===== src/rtl/burst_pkg.sv =====
package burst_pkg;
  localparam int unsigned OFS_W = 2;
  typedef logic [OFS_W-1:0] ofs_t;

  typedef enum logic {
    ORD_LINEAR = 1'b0,
    ORD_XOR    = 1'b1
  } order_e;

  // Offset presented for beat idx of a burst that started at start.
  function automatic ofs_t map_offset(input ofs_t start, input ofs_t idx,
                                      input order_e ord);
    ofs_t r;
    if (ord == ORD_XOR) r = start ^ idx;
    else                r = start + idx;
    return r;
  endfunction

  // Beat index after one advance; wraps naturally at four beats.
  function automatic ofs_t bump(input ofs_t idx);
    return idx + ofs_t'(1);
  endfunction
endpackage


===== src/rtl/bag_base_reg.sv =====
module bag_base_reg #(
  parameter int unsigned UW = 13
) (
  input  logic          clk,
  input  logic          rst,
  input  logic          load_ev,
  input  logic [UW-1:0] base_in,
  output logic [UW-1:0] base_q
);
  always_ff @(posedge clk) begin
    if (rst)          base_q <= '0;
    else if (load_ev) base_q <= base_in;
  end
endmodule


===== src/rtl/bag_beat_ctr.sv =====
module bag_beat_ctr
  import burst_pkg::*;
(
  input  logic clk,
  input  logic rst,
  input  logic load_ev,
  input  logic step_ev,
  input  ofs_t load_ofs,
  output ofs_t start_q,
  output ofs_t idx_q
);
  always_ff @(posedge clk) begin
    if (rst) begin
      start_q <= '0;
      idx_q   <= '0;
    end else if (load_ev) begin
      start_q <= load_ofs;
      idx_q   <= '0;
    end else if (step_ev) begin
      idx_q   <= bump(idx_q);
    end
  end
endmodule


===== src/rtl/bag_offset_map.sv =====
module bag_offset_map
  import burst_pkg::*;
(
  input  ofs_t   start,
  input  ofs_t   idx,
  input  order_e ord,
  output ofs_t   ofs
);
  always_comb ofs = map_offset(start, idx, ord);
endmodule


===== src/rtl/burst_addr_gen.sv =====
module burst_addr_gen
  import burst_pkg::*;
#(
  parameter int unsigned ADDR_W = 15
) (
  input  logic              clk,
  input  logic              rst,
  input  logic              load_ok,
  input  logic              adv_n,
  input  logic              order_sel,
  input  logic [ADDR_W-1:0] addr_in,
  output logic [ADDR_W-3:0] base_out,
  output logic [1:0]        offset_out
);
  localparam int unsigned UW = ADDR_W - OFS_W;

  // Named events, brought out for the checker.
  logic   load_ev;
  logic   step_ev;
  logic   hold_ev;
  order_e ord;
  ofs_t   start_q;
  ofs_t   idx_q;
  ofs_t   ofs_c;

  assign load_ev = load_ok;
  assign step_ev = !load_ok && !adv_n;
  assign hold_ev = !load_ok && adv_n;
  assign ord     = order_e'(order_sel);

  bag_base_reg #(.UW(UW)) u_base (
    .clk     (clk),
    .rst     (rst),
    .load_ev (load_ev),
    .base_in (addr_in[ADDR_W-1:OFS_W]),
    .base_q  (base_out)
  );

  bag_beat_ctr u_ctr (
    .clk      (clk),
    .rst      (rst),
    .load_ev  (load_ev),
    .step_ev  (step_ev),
    .load_ofs (addr_in[OFS_W-1:0]),
    .start_q  (start_q),
    .idx_q    (idx_q)
  );

  bag_offset_map u_map (
    .start (start_q),
    .idx   (idx_q),
    .ord   (ord),
    .ofs   (ofs_c)
  );

  assign offset_out = ofs_c;
endmodule


===== config.mk =====
export PLATFORM = sky130hd
export DESIGN_NAME = burst_addr_gen
export DESIGN_NICKNAME = d
export VERILOG_FILES = /design/src/rtl/burst_pkg.sv /design/src/rtl/bag_base_reg.sv /design/src/rtl/bag_beat_ctr.sv /design/src/rtl/bag_offset_map.sv /design/src/rtl/burst_addr_gen.sv
export SDC_FILE = /design/constraint.sdc
export NUM_CORES = 1
export LEC_CHECK = 0
export BUFFER_PORTS_ARGS = -buffer_cell sky130_fd_sc_hd__clkbuf_2
export CORE_MARGIN = 4
export CORE_UTILIZATION = 30
export DETAILED_ROUTE_END_ITERATION = 8
export SLEW_MARGIN = 20
export SYNTH_ARGS = -nofsm -noshare
export SYNTH_HDL_FRONTEND = slang
export SYNTH_HIERARCHICAL = 1
export SYNTH_SLANG_ARGS = --single-unit

===== constraint.sdc =====
create_clock -name clk -period 1.2 [get_ports clk]
set_clock_uncertainty 0.05 [all_clocks]
set_input_delay 0.24 -clock clk [delete_from_list [all_inputs] [get_ports clk]]
set_output_delay 0.24 -clock clk [all_outputs]
set_load 0.1 [all_outputs]

### Yosys cells after proc, flatten, opt, wreduce, memory -nomap -nowiden

Cells that the tools add are included.

* output and inout bits: 15
* logic and storage cells: 11
* input port bits: 20
* register bits: 17

* muxes and demuxes: 1
* bitwise logic cells: 1
* $add $sub $neg: 2
* reduce and logical (&&, ||, !) cells: 4

Operators with widths (count)
* $add 2x1->2 const B: 1
* $add 2x2->2: 1
* $logic_not 1->1: 2
* $mux 2: 1
* $reduce_or 2->1: 1
* $xor 2x2->2: 1
* $logic_and 1x1->1: 1

### Logic depth before layout (Yosys ltp)

* depth in word-level cells: 2
* mapped depth: 4
* depth with buffers taken out: 3

### By module

Netlist, hierarchy kept.

Modules (own cells, without submodules)
* bag_base_reg: area each 474.2 µm², seq. area each 260.2 µm², times used 1, cells an instance 42
* bag_beat_ctr: area each 151.4 µm², seq. area each 80.1 µm², times used 1, cells an instance 13
* bag_offset_map: area each 36.3 µm², seq. area each 0.0 µm², times used 1, cells an instance 4
* burst_addr_gen: area each 3.8 µm², seq. area each 0.0 µm², times used 1, cells an instance 1

### Worst setup path after synthesis

Ideal clock, no wire load.

* path kind: reg-to-output
* from: register u_ctr.idx_q[0]
* to: output port offset_out[1]
* path slack: -1.267 ns
* stages on the path, launching flop included: 4
* arrival time: 2.177 ns
* required time: 0.910 ns
* path buffers: 0
* cell sequence: dfxtp_1 -> ha_1 -> nor2b_1 -> xnor2_1

* longest elaborated chain between the ends: 2

Ends and longest elaborated chain
* start, declared: RTL line bag_beat_ctr.sv:10 `output ofs_t idx_q`
* start signal, assigned: RTL line bag_beat_ctr.sv:20 `idx_q <= bump(idx_q);`
* $add 2x2->2: RTL line burst_pkg.sv:15 `else r = start + idx;`
* $mux 2: RTL line burst_pkg.sv:14 `if (ord == ORD_XOR) r = start ^ idx;`
* end, declared: RTL line burst_addr_gen.sv:13 `output logic [1:0] offset_out`

No other way between the ends.

### Worst setup path in the final report

Same ends and word-level chain as after synthesis.

==> metrics.md <==
| Metric | Value |
|---|---|
| Drt pass-1 iters | 2 |
| Post-synthesis cell count | 60 |
| Die X | between 50 and 60 um |
| CP Launch Type | flip-flop |
| Design Area, Final | ~0.0012 mm2 |
| Antenna-violating nets left | 0 |
| Distinct cells, synth | 13 |
| Seq/Total Area, Yosys | approximately 51% |
| Status | finished with violations |
| Finish-stage setup viols | 2 |
| Gr usage total | 11.22% |
| CTS buffer count | 3 |
| FP Rows | 16 |
| Hold path endpoint | u_ctr/idx_q[1]$_SDFFE_PP0P_ |
| Initial Util | about 33% |
| Detailed placer's ending HPWL | around 1200 um |
| Drt total wl | roughly 1500 um |
| Avg WL per Cell | 11.66 um |
| Area grow syn2layout | 76.32% |
| Initial detailed-routing violation count | 1 |
| Final net count | 121 |
| Max Cap Viol | 0 |
| Area contributors post-synth | dfxtp_1 (51%), mux2i_1 (23%), nor2_1 (9.0%) |
| Crit Path Max Fanout | 2 |
| Synth Register Bits | 17 |
| Clock Tree Root | clkbuf_4 |
| Worst-Margin Slew | 349.2 ps |
| CTS tree | done |
| Maximum vdd drop | between 0.7 and 0.8 mV |
| Leak | between 0.5 and 0.6 nW |
| Via-to-Cell Ratio | ~4.3 |
| WP data required | 910 ps |
| Clock slew at reported path FFs | ~90 ps |
| Postcts setup bufs | 0 |
| Leading area contributor after synthesis | dfxtp_1 |
| Clock Sinks | 17 |
| Die footprint | 0.003037 mm2 |
| CP Depth | 4 |
| Max-slew violations | 0 |
| Initial antenna violation count | 0 |
| Final Cycle Share | 129.8% |
| Placed Cells incl. Taps | around 120 |
| Die span in y | ~55 um |
| Share of the synthesized area in the top cell type | approximately half |
| IO buf count | 34 |
| Post-Syn Area per Cell | ~11 um2 |
| Crit-path slowest cell | dfxtp_2 |
| Vias in the first global route | around 530 |
| Total chip power | between 1 and 1.5 mW |
| Final Hold Fails | 0 |
| DR vias | ~550 |
| # hold bufs at CTS | 0 |
| Largest net degree at the start of global routing | 18 |
| Critical path buffer and inverter count | 1 |
| I/O pins | 35 |
| Tmin final | between 1500 and 2000 ps |
| CTS HTree Levels | 1 |
| Share of post-route cells with drive strength above 1 | between 60% and 70% |
| Later-pin clock latency in the skew report | ~270 ps |
| Failing checks | setup timing |
| Final RePlAce weighted congestion | approximately 0.67 |
| Setup ws final | -357.9 ps |
| DRC violations left | 0 |
| Setup TNS | -505.3 ps |
| Multi-input gate area | 329.1 um2 |
| Rel. slew slack | 76.72% |
| Crit Path Class | reg -> out |
| Syn. warnings | 6 |
| R2R Setup Slk | 240 ps |
| Seq. cell area | 359.1 um2 |
| CP arrival | about 1300 ps |
| Hold Path Depth | 2 |
| Fmax | around 640 MHz |
| First-pass GRT wire length | ~2400 um |
| Reg2reg start | u_ctr/idx_q[0]$_SDFFE_PP0P_ |
| Diode count | 0 |
| RSZ-0062 raised after global routing | yes |
| Fin cells | 126 |
| Clk buf depth | 2 |
| Filler Cells Inserted | 192 |
| Hold slack | about 130 ps |
| Post-Syn Nets | between 80 and 90 |
| Worst Hold Class | in -> reg |
| Reg-to-Reg End | u_ctr/idx_q[1]$_SDFFE_PP0P_ |
| Hold path start | load_ok |
| Crit-path leading delay family | flip-flops |
| Pwr dens | ~1200 mW/mm2 |
| Placement Cell Area | around 0.0011 mm2 |
| Synthesized area | around 670 um2 |
| CP max stage delay | between 300 and 400 ps |
| Crit. End Element | output pin |
| Cells on worst reg2reg path | 3 |
| CP Cell Sequence | ha_4, nor2b_4, xnor2_4, buf_12 |
| Area of the core | between 0.002 and 0.0025 mm2 |
| Overflow after GRT | 0 |
## repair_timing
| action | 4_1_cts | 5_1_grt |
|---|---|---|
| endpoints found under the setup margin | 2 | 2 |
| resized for setup | 1 | 0 |
| pin swaps | 2 | 0 |
## synth_stat cells (all sizes together)
cell,count
a211oi,1
a21bo,1
buf,2
clkbuf,1
dfxtp,17
ha,1
mux2i,15
nand3b,1
nor2,16
nor2b,1
nor3,1
xnor2,3
## sequential cells by signal, indices dropped and copies added (netlist names)
signal	flops
u_ctr/start_q	2
u_ctr/idx_q	2
u_base/base_q	13
## metal layers
layer / GRT usage, % / wire, um
met5: 0 / 0
met4: 3.644 / 10
met3: 4.290 / 103
met2: 18.11 / 790
met1: 13.64 / 564
## power breakdown
group	internal, mW	leakage, nW	switching [mW]
registers	0.602	0.145	0.0311
clock network	0.129	0.0150	0.166
logic	0.190	0.373	0.300
total	0.920	0.534	0.497
## worst register-to-register path, delay by kind of cell, from the launching register on
family / cells / cell delay, ps
compound gates: 2 / 350
buf+inv: 1 / 140
flops: 1 / 350
## how the worst max path moves through the flow
stage                                        startpoint            end  slack [ps]
after floorplan             u_ctr/idx_q[0]$_SDFFE_PP0P_  offset_out[1]        -290
after global placement    u_ctr/start_q[0]$_SDFFE_PP0P_  offset_out[1]         -80
after detailed placement  u_ctr/start_q[0]$_SDFFE_PP0P_  offset_out[1]        -120
after CTS                   u_ctr/idx_q[0]$_SDFFE_PP0P_  offset_out[1]        -380
after global routing        u_ctr/idx_q[0]$_SDFFE_PP0P_  offset_out[1]        -430
final                       u_ctr/idx_q[0]$_SDFFE_PP0P_  offset_out[1]        -360
## cell families after synthesis
kind of cell | Yosys count | share of synthesized area (%)
flops | 17 | 51.13
buf+inv | 3 | 5.263
simple gates | 19 | 11.84
xor+xnor | 3 | 3.948
mux | 15 | 22.56
compound gates | 2 | 3.383
fa+ha+maj | 1 | 1.879
## per-stage QoR
step	worst slack (ps)	utilization, %
floorplan	-287.2	-
global placement	-77.14	56.13
finish	-357.9	57.48
CTS	-378.3	57.48
detailed placement	-115.6	56.13
global route	-433.8	57.48
## placed cells by master (no fill, tap or decap)
cell / n
nor2_1: 16
buf_4: 4
nor3_1: 1
a21bo_1: 1
mux2i_1: 15
xnor2_4: 1
buf_12: 15
dfxtp_2: 15
dfxtp_1: 2
ha_4: 1
nand3b_1: 1
a211oi_2: 1
nor2b_4: 1
clkbuf_4: 3
clkbuf_1: 1
xnor2_1: 2
clkbuf_2: 19
## final cells by class
cell class                 instances  area share, %
clock buffer                       4          2.239
multi-input combinational         40          28.04
sequential                        17          30.60
tap                               27          2.878
timing repair buffer              38          36.25
(Power assumes the default switching activity.)
